`config.mk`:
```
export PLATFORM = sky130hd
export DESIGN_NAME = evcap_top
export DESIGN_NICKNAME = d
export VERILOG_FILES = /design/src/rtl/evcap_pkg.sv /design/src/rtl/evcap_trig.sv /design/src/rtl/evcap_store.sv /design/src/rtl/evcap_irq.sv /design/src/rtl/evcap_top.sv
export SDC_FILE = /design/constraint.sdc
export NUM_CORES = 1
export LEC_CHECK = 0
export ABC_AREA = 1
export BUFFER_PORTS_ARGS = -buffer_cell sky130_fd_sc_hd__buf_2
export CORE_UTILIZATION = 49
export CTS_BUF_LIST = sky130_fd_sc_hd__clkbuf_16
export DETAILED_ROUTE_END_ITERATION = 6
export PLACE_DENSITY = 0.78
export SETUP_SLACK_MARGIN = 0.05
export SLEW_MARGIN = 5
export SYNTH_ARGS = -nofsm -noshare
export SYNTH_HDL_FRONTEND = slang
export SYNTH_HIERARCHICAL = 1
export SYNTH_SLANG_ARGS = --single-unit
```
`constraint.sdc`:
```
create_clock -name clk -period 1.4 [get_ports clk]
set_input_delay 0.28 -clock clk [delete_from_list [all_inputs] [get_ports clk]]
set_output_delay 0.28 -clock clk [all_outputs]
set_load 0.01 [all_outputs]
```
`src/rtl/evcap_pkg.sv`:
```
// Package: shared constants and types for the event capture unit.
// Assumes an 8-bit register bus and a 2-bit register address.
package evcap_pkg;
    localparam int unsigned ADDR_W  = 2;
    localparam int unsigned SW_BIT  = 7;   // trigger / source bit in high byte
    localparam int unsigned EN_LSB  = 3;   // first per-source bit in enable/flag regs

    typedef enum logic [ADDR_W-1:0] {
        RA_CAP_LO = 2'd0,
        RA_CAP_HI = 2'd1,
        RA_IEN    = 2'd2,
        RA_IFLAG  = 2'd3
    } reg_addr_e;

    // Qualified trigger bundle passed from qualification to storage
    typedef struct packed {
        logic fire;    // any snapshot this cycle
        logic sw;      // software trigger present
        logic hit_a;   // qualified hardware event, pin source
        logic hit_b;   // qualified hardware event, comparator source
    } trig_t;
endpackage

```
`src/rtl/evcap_trig.sv`:
```
// Module: evcap_trig
// Qualifies hardware event pulses against the source select and enable
// and merges in the software trigger. Purely combinational.
// Assumes event inputs are already single-cycle pulses.
module evcap_trig
    import evcap_pkg::*;
(
    input  logic  pin_evt,
    input  logic  cmp_evt,
    input  logic  src_sel,
    input  logic  cap_en,
    input  logic  sw_req,
    output trig_t trig
);
    // Purpose: build the qualified trigger bundle
    always_comb begin
        trig.hit_a = cap_en & ~src_sel & pin_evt;
        trig.hit_b = cap_en &  src_sel & cmp_evt;
        trig.sw    = sw_req;
        trig.fire  = sw_req | trig.hit_a | trig.hit_b;
    end
endmodule

```
`src/rtl/evcap_store.sv`:
```
// Module: evcap_store
// Holds the counter snapshot, the software/hardware source bit and the
// holding byte used for tear-free high-byte reads.
// Assumes CNT_W > BUS_W and CNT_W - BUS_W < BUS_W (room for source bit).
module evcap_store
    import evcap_pkg::*;
#(
    parameter int unsigned CNT_W = 12,
    parameter int unsigned BUS_W = 8
) (
    input  logic             clk,
    input  logic             rst_n,
    input  trig_t            trig,
    input  logic [CNT_W-1:0] cnt_val,
    input  logic             lo_rd,
    output logic [CNT_W-1:0] cap_q,
    output logic             src_sw_q,
    output logic [BUS_W-1:0] hold_q
);
    localparam int unsigned HI_W  = CNT_W - BUS_W;
    localparam int unsigned PAD_W = BUS_W - 1 - HI_W;

    // Purpose: take a snapshot and record its source
    always_ff @(posedge clk) begin
        if (!rst_n) begin
            cap_q    <= '0;
            src_sw_q <= 1'b0;
        end else if (trig.fire) begin
            cap_q    <= cnt_val;
            src_sw_q <= trig.sw;
        end
    end

    // Purpose: copy the high byte into the holding byte on a low-byte read
    always_ff @(posedge clk) begin
        if (!rst_n) begin
            hold_q <= '0;
        end else if (lo_rd) begin
            hold_q <= {src_sw_q, {PAD_W{1'b0}}, cap_q[CNT_W-1:BUS_W]};
        end
    end
endmodule

```
`src/rtl/evcap_irq.sv`:
```
// Module: evcap_irq
// Per-source interrupt enable bits and sticky request flags.
// A flag is set by a qualified hardware event whose enable is set and
// cleared by a write of 1; a simultaneous set wins over the clear.
module evcap_irq #(
    parameter int unsigned NSRC = 2
) (
    input  logic            clk,
    input  logic            rst_n,
    input  logic [NSRC-1:0] hit,
    input  logic            en_we,
    input  logic [NSRC-1:0] en_wdata,
    input  logic            clr_we,
    input  logic [NSRC-1:0] clr_wdata,
    output logic [NSRC-1:0] en_q,
    output logic [NSRC-1:0] flag_q,
    output logic            irq
);
    for (genvar i = 0; i < NSRC; i++) begin : g_src
        // Purpose: hold the enable bit of source i
        always_ff @(posedge clk) begin
            if (!rst_n)     en_q[i] <= 1'b0;
            else if (en_we) en_q[i] <= en_wdata[i];
        end

        // Purpose: sticky flag of source i, set beats clear
        always_ff @(posedge clk) begin
            if (!rst_n) flag_q[i] <= 1'b0;
            else        flag_q[i] <= (flag_q[i] & ~(clr_we & clr_wdata[i]))
                                     | (hit[i] & en_q[i]);
        end
    end

    // Purpose: combine flags into the request line
    assign irq = |flag_q;
endmodule

```
`src/rtl/evcap_top.sv`:
```
// Module: evcap_top
// Event capture unit: snapshots cnt_val on qualified hardware events or a
// software trigger and presents it on an 8-bit register bus.
// Assumes read data is used in the cycle bus_rd is high.
module evcap_top
    import evcap_pkg::*;
#(
    parameter int unsigned CNT_W = 12,
    parameter int unsigned BUS_W = 8,
    parameter int unsigned NSRC  = 2
) (
    input  logic              clk,
    input  logic              rst_n,
    input  logic [CNT_W-1:0]  cnt_val,
    input  logic              pin_evt,
    input  logic              cmp_evt,
    input  logic              src_sel,
    input  logic              cap_en,
    input  logic [ADDR_W-1:0] bus_addr,
    input  logic              bus_wr,
    input  logic              bus_rd,
    input  logic [BUS_W-1:0]  bus_wdata,
    output logic [BUS_W-1:0]  bus_rdata,
    output logic              irq
);
    localparam logic [BUS_W-1:0] USED_WD =
        (BUS_W'(1) << SW_BIT) | (BUS_W'((1 << NSRC) - 1) << EN_LSB);

    trig_t            trig;
    logic             sw_req;
    logic             lo_rd;
    logic [CNT_W-1:0] cap_q;
    logic             src_sw_q;
    logic [BUS_W-1:0] hold_q;
    logic [NSRC-1:0]  hit;
    logic [NSRC-1:0]  mask_q;
    logic [NSRC-1:0]  flag_q;
    logic             unused_wdata;

    // Purpose: decode bus strobes into trigger and read side effects
    always_comb begin
        sw_req = bus_wr && (reg_addr_e'(bus_addr) == RA_CAP_HI) && bus_wdata[SW_BIT];
        lo_rd  = bus_rd && (reg_addr_e'(bus_addr) == RA_CAP_LO);
    end

    assign unused_wdata = ^(bus_wdata & ~USED_WD);
    assign hit = NSRC'({trig.hit_b, trig.hit_a});

    evcap_trig u_trig (
        .pin_evt (pin_evt),
        .cmp_evt (cmp_evt),
        .src_sel (src_sel),
        .cap_en  (cap_en),
        .sw_req  (sw_req),
        .trig    (trig)
    );

    evcap_store #(.CNT_W(CNT_W), .BUS_W(BUS_W)) u_store (
        .clk      (clk),
        .rst_n    (rst_n),
        .trig     (trig),
        .cnt_val  (cnt_val),
        .lo_rd    (lo_rd),
        .cap_q    (cap_q),
        .src_sw_q (src_sw_q),
        .hold_q   (hold_q)
    );

    evcap_irq #(.NSRC(NSRC)) u_irq (
        .clk       (clk),
        .rst_n     (rst_n),
        .hit       (hit),
        .en_we     (bus_wr && (reg_addr_e'(bus_addr) == RA_IEN)),
        .en_wdata  (bus_wdata[EN_LSB +: NSRC]),
        .clr_we    (bus_wr && (reg_addr_e'(bus_addr) == RA_IFLAG)),
        .clr_wdata (bus_wdata[EN_LSB +: NSRC]),
        .en_q      (mask_q),
        .flag_q    (flag_q),
        .irq       (irq)
    );

    // Purpose: read multiplexer for the four registers
    always_comb begin
        bus_rdata = '0;
        case (reg_addr_e'(bus_addr))
            RA_CAP_LO: bus_rdata = cap_q[BUS_W-1:0];
            RA_CAP_HI: bus_rdata = hold_q;
            RA_IEN:    bus_rdata[EN_LSB +: NSRC] = mask_q;
            RA_IFLAG:  bus_rdata[EN_LSB +: NSRC] = flag_q;
            default:   bus_rdata = '0;
        endcase
    end
endmodule

```
# Word-level counts from Yosys, hierarchy flattened
# Cells that the tools add are included.
dict set report totals {
  regBits 22
  in_bits 30
  output_inout_bits 9
  elab_cells 37
}
dict set report classes {
  n_eq_ne 3
  n_mux 3
  bitwise_logic 17
  reduce_logical 7
}
# op n
set op_table {}
lappend op_table {{$pmux W3 S2} 2}
lappend op_table {{$and A1 B1 Y1} 10}
lappend op_table {{$pmux W2 S4} 1}
lappend op_table {{$logic_and A1 B1 Y1} 5}
lappend op_table {{$eq A2 B2 Y1 const B} 2}
lappend op_table {{$or A1 B1 Y1} 4}
lappend op_table {{$not A1 Y1} 3}
lappend op_table {{$eq A2 B1 Y1 const B} 1}
lappend op_table {{$logic_not A2 Y1} 1}
lappend op_table {{$reduce_or A2 Y1} 1}

# Longest topological paths before layout
# Gate-level depths: netlist of run 1.
dict set report depth {
  word_depth 6
  ltp_mapped 9
  mapped_depth_nobuf 7
}

# Cells and area by module
# Netlist of run 1, hierarchy kept.
# module n_inst cells_each area_per_inst_um2 seq_area_each_um2
set modules_own_cells {}
lappend modules_own_cells {evcap_store 1 118 782.0 360.3}
lappend modules_own_cells {evcap_top 1 39 192.7 0.0}
lappend modules_own_cells {evcap_irq 1 21 158.9 80.1}
lappend modules_own_cells {evcap_trig 1 8 37.5 0.0}

# Worst setup path before layout of run 1
# OpenSTA, ideal clock, no wires.
dict set report synth_timing {
  kind {input -> register}
  startpoint {in bus_addr[1]}
  endpoint {reg u_store.cap_q[10]}
  setup_time_ps 113
  t_arrival_ps 1155
  required_ps 1287
  setup_slack_ps 133
  path_stages 9
  n_path_buf 3
  path_cell_list {buf_4 > nor3_1 > inv_1 > nand3_1 > buf_6 > buf_6 > nand2_1 > nand2_1 > nor2_1}
}
# item line
set synth_lines {}
lappend synth_lines {{from (decl)} evcap_top.sv:19} ;# input logic [ADDR_W-1:0] bus_addr,
lappend synth_lines {{to (signal assigned)} evcap_store.sv:29} ;# cap_q <= cnt_val;
lappend synth_lines {{to (decl)} evcap_store.sv:16} ;# output logic [CNT_W-1:0] cap_q,

# Final worst setup path of run 1
dict set report layout_timing {
  startpoint {in bus_addr[0]}
  endpoint {out bus_rdata[3]}
}
dict set report layout_via {
  elab_chain_len 2
  elab_cells_between_ends 5
  cone_classes {eq/ne (3); mux (1); reduce/logical (1)}
}
# item line
set layout_rtl {}
lappend layout_rtl {{$eq A2 B2 Y1, or another cell as far along} evcap_top.sv:85} ;# case (reg_addr_e'(bus_addr))
lappend layout_rtl {{$pmux W2 S4 *} evcap_top.sv:85}
lappend layout_rtl {{to (decl)} evcap_top.sv:23} ;# output logic [BUS_W-1:0] bus_rdata,
# Every way passes the cells marked *; elsewhere a longest branch is shown, timed or not.

==> impl_metrics.json, run 1 <==
{
  "outcome": "complete, no violations",
  "firstDrtPassIters": 4,
  "fin_crit_sh": 0.9046,
  "ys_ff_latch": 22,
  "rows": 17,
  "cts.sinks": 22,
  "p_sw_frac": 0.2372,
  "start_util": 0.5244,
  "pwr-share-comb": 0.162,
  "path_class": "in -> out",
  "drt_iter0_drc": 21,
  "htreeDepth": 1,
  "viasPerCell": 4.538,
  "dieArea_um2": 2590,
  "cts_hold_buf": 0,
  "grt_pass1_wl_mm": 3.636,
  "cts_buffer_depth": 2,
  "path_max_fanout": 7,
  "fin_tns_setup_ns": 0,
  "peakVddDrop_mv": 0.9477,
  "setup_viol": 0,
  "ant_nets": 0,
  "fin_nets": 251,
  "required_ns": 1.12,
  "grt_max_degree": 27,
  "switchingPower_uw": 359.8,
  "yosysWarningCount": 6,
  "internal_power_uw": 1157,
  "cts_made_buffers": 3,
  "clkLatencyLatePin_ns": 0.25,
  "die_y_um": 50.89,
  "seq_area_um2": 440.4,
  "cts_tree": "yes",
  "wirelength_mm": 2.198,
  "cts_root_buffer": "clkbuf_16",
  "drive_gt1_frac": 0.2146,
  "clkTransAtPathRegs_ns": 0.05,
  "fin_crit_ns": 1.266,
  "die-width_um": 50.89,
  "first_global_vias": 896,
  "grt.overflow.total": 0,
  "start_kind": "input pin",
  "ys_types": 17,
  "hold_path_class": "in -> reg",
  "rsz0062_at_grt": "false",
  "numPortBuffers": 33,
  "num-fill-cells": 207,
  "vias": 1121,
  "cap_violations": 0,
  "fp.coreArea_um2": 2233,
  "p_clk_frac": 0.382,
  "cellPowerDensity_nw_per_um2": 1063,
  "hpwl_mm": 1.541,
  "skew_ns": 0.0009619,
  "cp.arrival_ns": 0.99,
  "p_total_uw": 1517,
  "endpoint_kind": "output pin",
  "pin_count": 39,
  "syn_to_final_growth_pct": 21.80,
  "antenna_found_initial": 0,
  "drt_drc_violations_left": 0,
  "multiInputGateArea_um2": 530.5,
  "finalNonFillerCells": 247,
  "avgSynthCellArea_um2": 6.296,
  "mappedNetlistArea_um2": 1171,
  "grt_usage": 0.1883,
  "diodes": 0,
  "wl_per_cell_um": 8.899,
  "power_frac_seq": 0.456,
  "synth_seq_area_share": 0.3761,
  "synthCells": 186,
  "gp_congestion": 0.8661,
  "place_inst": 242,
  "hold_viol": 0,
  "fmax_mhz": 789.6,
  "slew_viol_final": 0,
  "p_leak_uw": 0.0007791
}
placed cells by master (no fill, tap or decap):
cell type  count
nand2_1       57
nor2_1        40
buf_2         33
inv_1         26
dfxtp_1       22
nand3_1       15
buf_4          4
nor3_1         3
clkbuf_16      3
conb_1         3
nand4_1        2
o21ai_0        2
a21oi_2        2
nor2_4         1
inv_4          1
nor3b_1        1
buf_6          1
buf_8          1
or2_1          1
buf_12         1
final timing paths:
check                                  startpoint                end  slack, ns  cells past startpoint
worst min-delay path                 bus_wdata[4]      u_irq/en_q[1]       0.26                      3
worst min register to register  u_store/cap_q[11]  u_store/cap_q[11]       0.47                      2
worst max register to register      u_irq/en_q[1]      u_irq/en_q[1]       0.76                      2
worst max-delay path                  bus_addr[0]       bus_rdata[3]       0.13                      6
Yosys cell counts:
| cell type | count | area (um^2) |
|---|---|---|
| nand2_1 | 57 | 214.0 |
| nor2_1 | 40 | 150.1 |
| inv_1 | 26 | 97.59 |
| dfxtp_1 | 22 | 440.4 |
| nand3_1 | 15 | 75.07 |
| buf_4 | 6 | 45.04 |
| buf_6 | 5 | 56.30 |
| nor3_1 | 3 | 15.01 |
| a21oi_2 | 2 | 17.52 |
| nand4_1 | 2 | 12.51 |
| o21ai_0 | 2 | 10.01 |
| buf_2 | 1 | 5.000 |
| conb_1 | 1 | 3.750 |
| inv_2 | 1 | 3.750 |
| nor2_4 | 1 | 11.26 |
| nor3b_1 | 1 | 7.510 |
| or2_1 | 1 | 6.260 |
flip-flops by register name, indices dropped and copies added, names as in the netlist:
name,cells
u_store/cap_q,12
u_store/hold_q,5
u_irq/en_q,2
u_irq/flag_q,2
u_store/src_sw_q,1
per-layer routing:
layer	share of wire	vias up	track usage
met2	0.47	20	0.3133
met3	0.032	4	0.04762
met4	0.013	0	0.07870
met1	0.49	484	0.2301
met5	0	-	0
li1	-	613	-
through the flow:
| step | cell area (um^2) | utilization | hold slack [ns] | setup slack, ns |
|---|---|---|---|---|
| after floorplan | 1179 | - | 0.4149 | 0.1326 |
| after global placement | 1323 | 0.5922 | 0.4562 | 0.05894 |
| after detailed placement | 1323 | 0.5922 | 0.4625 | 0.04181 |
| after CTS | 1398 | 0.6258 | 0.2662 | 0.08505 |
| after global routing | 1426 | 0.6387 | 0.2867 | 0.07195 |
| final | 1426 | 0.6387 | 0.2638 | 0.1336 |
timing repair:
item | CTS | global route
setup endpoints to repair | 0 | 1
buffers inserted | 0 | 2
gates resized for setup | 0 | 4
critical path, stage by stage:
cell and delay (ns):
buf_2 0.12, buf_8 0.12, buf_4 0.15, nand3_1 0.07, nand4_1 0.09, buf_2 0.15
cell families after synthesis:
kind of cell | Yosys count | synth area share
other | 1 | 0.003202
buffers and inverters | 39 | 0.1773
DFF | 22 | 0.3761
AOI/OAI and AO/OA | 4 | 0.02351
and+or+nand+nor | 120 | 0.4199
power by group through the flow:
stage               Combinational (uW)  Clock [uW]  Sequential (uW)
floorplan                          178           0              700
global placement                   232           0              704
detailed placement                 236           0              705
CTS                                238         591              692
global route                       280         620              696
finish                             246         580              691
final cells by class:
cell class                 instances  area share
timing repair buffer              40      0.1693
sequential                        22      0.3088
tap                               28     0.02456
inverter                          27     0.07281
multi-input combinational        127      0.3719
clock buffer                       3     0.05263
No activity file was read; power rests on OpenSTA's default activity.
==> inputs of run 2 (changes only) <==
ABC_AREA = 0   (was 1)
CORE_UTILIZATION = 48   (was 49)
==> run 2 against run 1 <==
The flow now finishes with violations (setup timing). Area after synthesis shrank 6.7%. Combinational power shrank 18%. Clock power grew 2%. Hold slack gained 0.020 ns. Wire length shrank 7.7%. Critical path type is now reg -> out. Critical endpoint unchanged.
==> impl_metrics.json, run 2 <==
{
  "outcome": "finished, violations left",
  "violations": "setup timing",
  "drt_drc_violations_left": 0,
  "pin_count": 39,
  "numPortBuffers": 33,
  "cts.sinks": 22,
  "path_max_fanout": 3,
  "synth.most_common_cell": "mux2i_1",
  "wl_per_cell_um": 12.14,
  "cts_root_buffer": "clkbuf_16",
  "synth_common_cells": "mux2i_1, dfxtp_1, nor2b_1, nor2_1, buf_4",
  "first_global_vias": 801,
  "ys_types": 21,
  "cts_tree": "yes",
  "cts_made_buffers": 3,
  "die_y_um": 49.71,
  "setup_ws_ns": -0.05391,
  "largest_reg_flops": 12,
  "fin_crit_sh": 1.039,
  "whs_ns": 0.2837,
  "start_kind": "flop",
  "start_util": 0.5349,
  "avgSynthCellArea_um2": 10.50,
  "stdcell_area_um2": 1381,
  "largest_registers": "u_store/cap_q (12), u_store/hold_q (5)",
  "fin_nets": 171,
  "peakVddDrop_mv": 0.8057,
  "antenna_found_initial": 0,
  "place_area_um2": 1274,
  "clkTransAtPathRegs_ns": 0.06,
  "clkLatencyLatePin_ns": 0.25,
  "fmax_mhz": 687.8,
  "syn_to_final_growth_pct": 26.46,
  "synthCells": 104,
  "path_class": "reg -> out",
  "grt_usage": 0.1832,
  "htreeDepth": 1,
  "wirelength_mm": 2.028,
  "yosysWarningCount": 6,
  "endpoint_kind": "output pin",
  "synth.top_cells.by_area": "dfxtp_1, mux2i_1, nor2b_1",
  "post-route-util": 0.6765,
  "ant_nets": 0,
  "viasPerCell": 4.826,
  "fin_tns_setup_ns": -0.1011,
  "synth_top_cell_area_share": 0.4032,
  "synth-edff-count": 0,
  "die-width_um": 49.71,
  "cts_buffer_depth": 2,
  "final_common_cell": "buf_2",
  "gp_congestion": 0.8111,
  "fin_crit_ns": 1.454,
  "fp.coreArea_um2": 2042,
  "p_leak_uw": 0.0006314,
  "cap_violations": 0,
  "drt_iter0_drc": 9,
  "synth-main-ff-cell": "dfxtp_1",
  "hold_viol": 0,
  "grt_max_degree": 18,
  "mappedNetlistArea_um2": 1092,
  "grt_pass1_wl_mm": 3.408,
  "rows": 16,
  "synth_seq_area_share": 0.4032,
  "largest_register": "u_store/cap_q",
  "hold_path_class": "in -> reg",
  "cellPowerDensity_nw_per_um2": 1055,
  "required_ns": 1.12,
  "hpwl_mm": 1.541,
  "vias": 806,
  "cp.arrival_ns": 1.17,
  "async_flop_share": 0,
  "yosysTopAreaCell": "dfxtp_1",
  "grt.overflow.total": 0,
  "skew_ns": 0.001953,
  "ys_ff_latch": 22,
  "firstDrtPassIters": 4,
  "slew_viol_final": 0,
  "drive_gt1_frac": 0.3714,
  "final_cell_mix": "buf_2, mux2i_1, nor2b_1",
  "dieArea_um2": 2471,
  "rsz0062_at_grt": "true",
  "setup_viol": 2,
  "diodes": 0
}
run 2: cell count changes in the layout (fill, tap and decap cells not counted), sizes merged, moves of 3 or more:
cell   delta
nand2    -53
nor2     -33
inv      -27
mux2i    +26
nor2b    +20
nand3    -15
and3      +4
nor3      -3
run 2: cell type report:
| class | count | area [um^2] |
|---|---|---|
| clock buffer | 3 | 75.07 |
| clock inverter | 1 | 3.754 |
| fill | 180 | 660.6 |
| multi-input combinational | 74 | 573.1 |
| sequential | 22 | 446.7 |
| tap | 27 | 33.78 |
| timing repair buffer | 40 | 249.0 |
run 2: kinds of logic after synthesis:
family                 after synthesis  share of synthesized area
AOI/OAI and AO/OA                    3                    0.02292
buffers and inverters               10                    0.07560
DFF                                 22                     0.4032
muxes                               29                     0.2932
other                                1                   0.003433
and+or+nand+nor                     39                     0.2016
run 2: path summary, 6_finish.rpt:
kind              startpoint          endpoint  slack [ns]  cells after the start
max          u_irq/flag_q[0]      bus_rdata[3]       -0.05                      2
min               cnt_val[9]  u_store/cap_q[9]        0.28                      3
min reg2reg  u_irq/flag_q[0]   u_irq/flag_q[0]        0.48                      1
max reg2reg    u_irq/en_q[0]   u_irq/flag_q[0]        0.66                      2
run 2: through the flow:
| step | setup WS, ns | total power [uW] | instances |
|---|---|---|---|
| 6_report | -0.05391 | 1458 | 167 |
| 5_1_grt | -0.09339 | 1526 | 167 |
| 4_1_cts | -0.06340 | 1474 | 167 |
| 3_5_place_dp | -0.04416 | 876.7 | 162 |
| 3_3_place_gp | 0.003637 | 868.9 | 162 |
| 2_1_floorplan | 0.05527 | 812.2 | 106 |
run 2: layer usage:
| layer | routed length, um | part of all wire | track usage | vias to the layer above |
|---|---|---|---|---|
| met1 | 908 | 0.45 | 0.2210 | 363 |
| met4 | 8 | 0.0039 | 0.06190 | 0 |
| li1 | - | - | - | 417 |
| met2 | 1020 | 0.50 | 0.3176 | 24 |
| met3 | 91 | 0.045 | 0.04012 | 2 |
| met5 | 0 | 0 | 0 | - |
run 2: timing repair:
action	in CTS	in global routing
hold endpoints to repair	0	0
buffers inserted	1	0
resized for setup	7	2
hold buffers	0	0
endpoints found under the setup margin	2	3
run 2: power breakdown:
group | internal (uW) | total [uW] | switching [uW] | leakage (uW)
clock network | 380 | 589 | 209 | 0.0000385
registers | 653 | 666 | 13.1 | 0.000182
logic | 113 | 202 | 88.6 | 0.000411
run 2: worst max-delay path, stage by stage, from the launching register on:
cell and delay, ns:
dfxtp_2 0.32, mux4_2 0.47, buf_6 0.14
